==> src/rtl/irqx_pkg.sv <==
package irqx_pkg;
    localparam int SRC_N  = 16;
    localparam int BUS_AW = 8;

    localparam logic [BUS_AW-1:0] OFS_PEND = 8'h16;
    localparam logic [BUS_AW-1:0] OFS_LIVE = 8'h18;
    localparam logic [BUS_AW-1:0] OFS_MSET = 8'h1A;
    localparam logic [BUS_AW-1:0] OFS_MCLR = 8'h1C;

    typedef enum logic [2:0] {
        SEL_NONE,
        SEL_PEND,
        SEL_LIVE,
        SEL_MSET,
        SEL_MCLR
    } reg_sel_e;
endpackage

==> src/rtl/irqx_sync.sv <==
module irqx_sync #(
    parameter int W      = 16,
    parameter int STAGES = 2
) (
    input  logic         clk,
    input  logic         rst_n,
    input  logic [W-1:0] d_i,
    output logic [W-1:0] q_o
);
    for (genvar b = 0; b < W; b++) begin : g_bit
        logic [STAGES-1:0] stg;
        always_ff @(posedge clk) begin
            if (!rst_n) stg <= '0;
            else        stg <= {stg[STAGES-2:0], d_i[b]};
        end
        assign q_o[b] = stg[STAGES-1];
    end
endmodule

==> src/rtl/irqx_regs.sv <==
module irqx_regs
    import irqx_pkg::*;
#(
    parameter int W = 16
) (
    input  logic         clk,
    input  logic         rst_n,
    input  reg_sel_e     sel,
    input  logic         wr,
    input  logic [W-1:0] wdata,
    input  logic [W-1:0] lvl,
    output logic [W-1:0] pend_o,
    output logic [W-1:0] mask_o
);
    logic [W-1:0] pend_q, mask_q;
    logic [W-1:0] pend_clr, mask_on, mask_off;

    always_comb begin
        pend_clr = '0;
        mask_on  = '0;
        mask_off = '0;
        if (wr) begin
            unique case (sel)
                SEL_PEND: pend_clr = wdata;
                SEL_MSET: mask_on  = wdata;
                SEL_MCLR: mask_off = wdata;
                default:  ;
            endcase
        end
    end

    always_ff @(posedge clk) begin
        if (!rst_n) begin
            pend_q <= '0;
            mask_q <= '0;
        end else begin
            pend_q <= (pend_q & ~pend_clr) | lvl;
            mask_q <= (mask_q | mask_on) & ~mask_off;
        end
    end

    assign pend_o = pend_q;
    assign mask_o = mask_q;


    pend_catch_chk: assert property (@(posedge clk) disable iff (!rst_n)
        1'b1 |=> ((pend_q & $past(lvl)) == $past(lvl)));


    pend_fall_chk: assert property (@(posedge clk) disable iff (!rst_n)
        1'b1 |=> (($past(pend_q) & ~pend_q & ~$past(pend_clr)) == '0));


    mask_hold_chk: assert property (@(posedge clk) disable iff (!rst_n)
        !(wr && (sel == SEL_MSET || sel == SEL_MCLR)) |=> $stable(mask_q));
endmodule

==> src/rtl/irqx_rdmux.sv <==
module irqx_rdmux
    import irqx_pkg::*;
#(
    parameter int W = 16
) (
    input  logic         clk,
    input  logic         rst_n,
    input  logic         rd,
    input  reg_sel_e     sel,
    input  logic [W-1:0] pend,
    input  logic [W-1:0] lvl,
    input  logic [W-1:0] mask,
    output logic [W-1:0] rdata_o
);
    logic [W-1:0] rd_mux;

    always_comb begin
        unique case (sel)
            SEL_PEND:           rd_mux = pend;
            SEL_LIVE:           rd_mux = lvl;
            SEL_MSET, SEL_MCLR: rd_mux = mask;
            default:            rd_mux = '0;
        endcase
    end

    always_ff @(posedge clk) begin
        if (!rst_n)  rdata_o <= '0;
        else if (rd) rdata_o <= rd_mux;
        else         rdata_o <= '0;
    end


    rd_idle_chk: assert property (@(posedge clk) disable iff (!rst_n)
        !rd |=> (rdata_o == '0));


    rd_unmapped_chk: assert property (@(posedge clk) disable iff (!rst_n)
        (rd && sel == SEL_NONE) |=> (rdata_o == '0));
endmodule

==> src/rtl/irqx_expander.sv <==
module irqx_expander
    import irqx_pkg::*;
#(
    parameter int N_SRC  = irqx_pkg::SRC_N,
    parameter int ADDR_W = irqx_pkg::BUS_AW
) (
    input  logic              clk,
    input  logic              rst_n,
    input  logic [ADDR_W-1:0] bus_addr,
    input  logic              bus_wr,
    input  logic              bus_rd,
    input  logic [N_SRC-1:0]  bus_wdata,
    output logic [N_SRC-1:0]  bus_rdata,
    input  logic [N_SRC-1:0]  req_i,
    output logic              irq_o
);
    localparam int SYNC_STAGES = 2;

    reg_sel_e         sel;
    logic [N_SRC-1:0] lvl, pend, mask;

    always_comb begin
        if      (bus_addr == ADDR_W'(OFS_PEND)) sel = SEL_PEND;
        else if (bus_addr == ADDR_W'(OFS_LIVE)) sel = SEL_LIVE;
        else if (bus_addr == ADDR_W'(OFS_MSET)) sel = SEL_MSET;
        else if (bus_addr == ADDR_W'(OFS_MCLR)) sel = SEL_MCLR;
        else                                    sel = SEL_NONE;
    end

    irqx_sync #(.W(N_SRC), .STAGES(SYNC_STAGES)) u_sync (
        .clk(clk), .rst_n(rst_n), .d_i(req_i), .q_o(lvl)
    );

    irqx_regs #(.W(N_SRC)) u_regs (
        .clk(clk), .rst_n(rst_n), .sel(sel), .wr(bus_wr),
        .wdata(bus_wdata), .lvl(lvl), .pend_o(pend), .mask_o(mask)
    );

    irqx_rdmux #(.W(N_SRC)) u_rdmux (
        .clk(clk), .rst_n(rst_n), .rd(bus_rd), .sel(sel),
        .pend(pend), .lvl(lvl), .mask(mask), .rdata_o(bus_rdata)
    );

    assign irq_o = |(pend & mask);


    irq_source_chk: assert property (@(posedge clk) disable iff (!rst_n)
        irq_o |-> (pend != '0) && (mask != '0));


    reset_quiet_chk: assert property (@(posedge clk)
        !rst_n |=> !irq_o && (bus_rdata == '0));
endmodule

==> config.mk <==
export PLATFORM = sky130hd
export DESIGN_NAME = irqx_expander
export DESIGN_NICKNAME = d
export VERILOG_FILES = /design/src/rtl/irqx_pkg.sv /design/src/rtl/irqx_sync.sv /design/src/rtl/irqx_regs.sv /design/src/rtl/irqx_rdmux.sv /design/src/rtl/irqx_expander.sv
export SDC_FILE = /design/constraint.sdc
export NUM_CORES = 1
export LEC_CHECK = 0
export CELL_PAD_IN_SITES_DETAIL_PLACEMENT = 1
export CELL_PAD_IN_SITES_GLOBAL_PLACEMENT = 1
export CORE_UTILIZATION = 43
export DETAILED_ROUTE_END_ITERATION = 6
export PLACE_DENSITY_LB_ADDON = 0.1
export SLEW_MARGIN = 10
export SYNTH_ARGS = -nofsm -noshare
export SYNTH_HDL_FRONTEND = slang
export SYNTH_HIERARCHICAL = 1
export SYNTH_SLANG_ARGS = --single-unit
==> constraint.sdc <==
create_clock -name clk -period 4.7 [get_ports clk]
set_input_delay 0.94 -clock clk [delete_from_list [all_inputs] [get_ports clk]]
set_output_delay 0.94 -clock clk [all_outputs]
set_load 0.05 [all_outputs]
==> qor.csv <==
stage,metric,value,unit
route,drt total wl,8508,um
power_and_ir_drop,Power Density,348.2,nW/um^2
timing,worst-margin pin slew,1.231,ns
clocking,clock tree from TritonCTS,built,
floorplanning,Core Area,7408,sq um
yosys,Yosys top cell area share,47.64,%
timing,Final Setup Violations,0,
timing,RSZ-0062 raised after global routing,no,
min_path,HP Start,u_sync/g_bit[8].stg[0]$_SDFF_PN0_,
global_route,largest net degree at the start of global routing,38,
timing,relative slew slack,17.66,%
timing,endpoints failing hold,0,
power_and_ir_drop,Leak,1.499,nW
layout,share of cells above drive strength 1,23.41,%
flow_run,max-cap violation count,0,
timing,Tmin final,3.184,ns
min_path,hold-critical path depth,1,
layout,P&R area growth vs syn,22.70,%
clocking,hold buffer count at cts,0,
route,1st-pass router iterations,4,
layout,Non-Filler Instances,492,
global_route,vias in the first global route,2705,
worst_setup_path,Worst setup SP type,input pin,
placed_design,pre-CTS setup slack,1.140,ns
clocking,"CTS clk-pin slew, worst paths",0.09,ns
clocking,clk_lat worst skew,0.35,ns
clocking,cts repair resizes,0,
clocking,CTS buffer count,9,
floorplanning,Starting Density,45.38,%
timing,final setup TNS,0,ns
floorplanning,die span in x,90.42,um
clocking,# clock sinks,80,
global_route,initial antenna violation count,0,
layout,final net count,432,
min_path,hold endpoint,u_sync/g_bit[8].stg[1]$_SDFF_PN0_,
placed_design,IO buf count,60,
layout,final instance area,4125,sq um
route,drt first-iter violations,185,
layout,diode count,0,
yosys,Post-Synthesis Net Count,394,
clocking,htree depth,3,
min_path,Hold/Removal Path Class,reg -> reg,
yosys,Post-synth EDFFs,0,
global_route,gr usage total,21.83,%
worst_setup_path,Worst R2R Setup Slack,3.76,ns
worst_setup_path,R2R Path Start,u_regs/mask_o[9]$_SDFF_PN0_,
timing,period utilization,67.74,%
yosys,Syn Area/Cell,9.606,sq um
floorplanning,Die Height,90.42,um
floorplanning,num ports,61,
power_and_ir_drop,Peak VDD IR,152.6,uV
yosys,"count leader, synth",dfxtp_1,
route,vias post-DR,2678,
timing,clk_skew,0.005248,ns
timing,Hold Slack,0.4598,ns
global_route,first-pass GRT wire length,13950,um
route,ANT nets after route,0,
route,DRC,0,
yosys,area of the mapped netlist,3362,sq um
worst_setup_path,crit end category,register,
worst_setup_path,reg2reg end,u_rdmux/rdata_o[9]$_SDFF_PN0_,
route,vias per cell,5.443,
placed_design,placed cell count,476,
clocking,root buffer cell,clkbuf_8,
worst_setup_path,crit path max fanout,17,
timing,Max Clk Rate,314.1,MHz
placed_design,Placement Cell Area,3876,sq um
clocking,Clock Path Buffers,2,
floorplanning,row cnt,31,
route,routed length per placed instance,17.29,um
floorplanning,die area,8176,sq um
yosys,Synth Register Bits,80,
yosys,Synth area leader,dfxtp_1,
worst_setup_path,CP arrival,3.47,ns
placed_design,GPL Wtd Cong,0.7303,
yosys,commonest cells in the netlist,"dfxtp_1 (80), nor2_1 (35), and2_2 (32), nand2_1 (32)",
placed_design,DP Wirelength,5527,um
worst_setup_path,CP Data Required Time,4.98,ns
run_status,status,"complete, no violations",
worst_setup_path,WS Path Type,in -> reg,
clocking,Post-CTS Setup Bufs,0,
yosys,"top cells by area, synth","dfxtp_1 (48%), and2_2 (7.1%), mux2_2 (5.4%)",
yosys,Netlist cell types,30,
yosys,main flop type after synthesis,dfxtp_1,
global_route,GRT overflow,0,
timing,Final WS setup,1.516,ns
worst_setup_path,R2R depth,3,
yosys,Ys Warns,6,
yosys,sequential element share of the synthesized area,47.64,%
yosys,asr flop ratio synth,0,%
yosys,Synth Instances,350,
timing,Final Slew Violations,0,
==> critical path: stages <==
cell and delay (ns):
clkdlybuf4s50_1 0.41, nor3b_2 0.20, nand3_1 0.13, nor3b_2 0.39, nor3b_4 0.78, o211ai_4 0.37, a21oi_1 0.23
==> logic make-up (layout without fill, tap and decap cells) <==
| family | count (synthesis) | in the layout | share of synthesized area, % |
|---|---|---|---|
| and+or+nand+nor | 109 | 109 | 17.72 |
| muxes | 16 | 16 | 5.359 |
| AOI/OAI and AO/OA | 106 | 106 | 21.66 |
| buffers and inverters | 38 | 81 | 7.369 |
| DFF | 80 | 80 | 47.64 |
| xor gates and xnor gates | 1 | 1 | 0.2606 |
==> metrics by stage <==
stage                     total power, mW  utilization (%)
after CTS                           1.445            55.68
final                               1.436            55.68
after global placement             0.8144            52.32
after floorplan                    0.7715                -
after global routing                1.486            55.68
after detailed placement           0.8186            52.32
==> power breakdown <==
group          leakage [nW]  internal, mW  switching, mW  total [mW]
Clock                 0.125         0.360          0.274       0.634
Combinational         0.721        0.0546         0.0387      0.0933
Sequential            0.654         0.697         0.0121       0.709
Total                  1.50          1.11          0.325        1.44
==> final cells by class <==
class	count	area (sq um)
clock buffers	9	123.9
repair buffers	65	638.1
multi-input cells	232	1513
clock inverters	7	125.1
fillers	822	3283
well taps	99	123.9
flip-flops and latches	80	1602
==> flip-flops by register name (all words and copies together), names as in the netlist <==
name              count
u_rdmux/rdata_o      16
u_regs/mask_o        16
u_regs/pend_o        16
u_sync/g_bit.stg     32
==> worst max path at each step <==
stage	startpoint	end	slack [ns]	cells after the start
finish	bus_addr[5]	u_rdmux/rdata_o[12]$_SDFF_PN0_	1.52	7
global route	bus_addr[5]	u_rdmux/rdata_o[10]$_SDFF_PN0_	1.31	7
CTS	bus_addr[4]	u_rdmux/rdata_o[12]$_SDFF_PN0_	1.54	7
floorplan	bus_addr[5]	u_regs/mask_o[10]$_SDFF_PN0_	2.29	7
global placement	bus_addr[4]	u_rdmux/rdata_o[12]$_SDFF_PN0_	1.28	7
detailed placement	bus_addr[4]	u_rdmux/rdata_o[11]$_SDFF_PN0_	1.14	7
==> per-layer routing <==
layer | share of wire [%] | GRT usage [%] | vias up
met5 | 0 | 0 | -
met3 | 4.3 | 3.704 | 13
met1 | 47 | 29.26 | 1275
li1 | - | - | 1297
met4 | 1.9 | 9.543 | 0
met2 | 47 | 34.54 | 93
==> layout by cell type (no fill, tap or decap), drive strengths merged <==
master / netlist / routed
a221oi: 4 / 4
o211ai: 1 / 1
or3b: 1 / 1
dfxtp: 80 / 80
xor2: 1 / 1
nand2: 32 / 32
and3b: 1 / 1
o21ba: 1 / 1
inv: 0 / 3
a31oi: 16 / 16
buf: 28 / 5
o21ai: 32 / 32
clkbuf: 10 / 9
nand3: 1 / 1
a22o: 4 / 4
nand4: 1 / 1
and4: 1 / 1
clkdlybuf4s50: 0 / 60
bufinv: 0 / 3
nor2b: 1 / 1
a32oi: 16 / 16
nor2: 35 / 35
clkinv: 0 / 1
mux2: 16 / 16
nor3b: 4 / 4
and2: 32 / 32
a21oi: 32 / 32
Power figures use the tool's default switching activity.
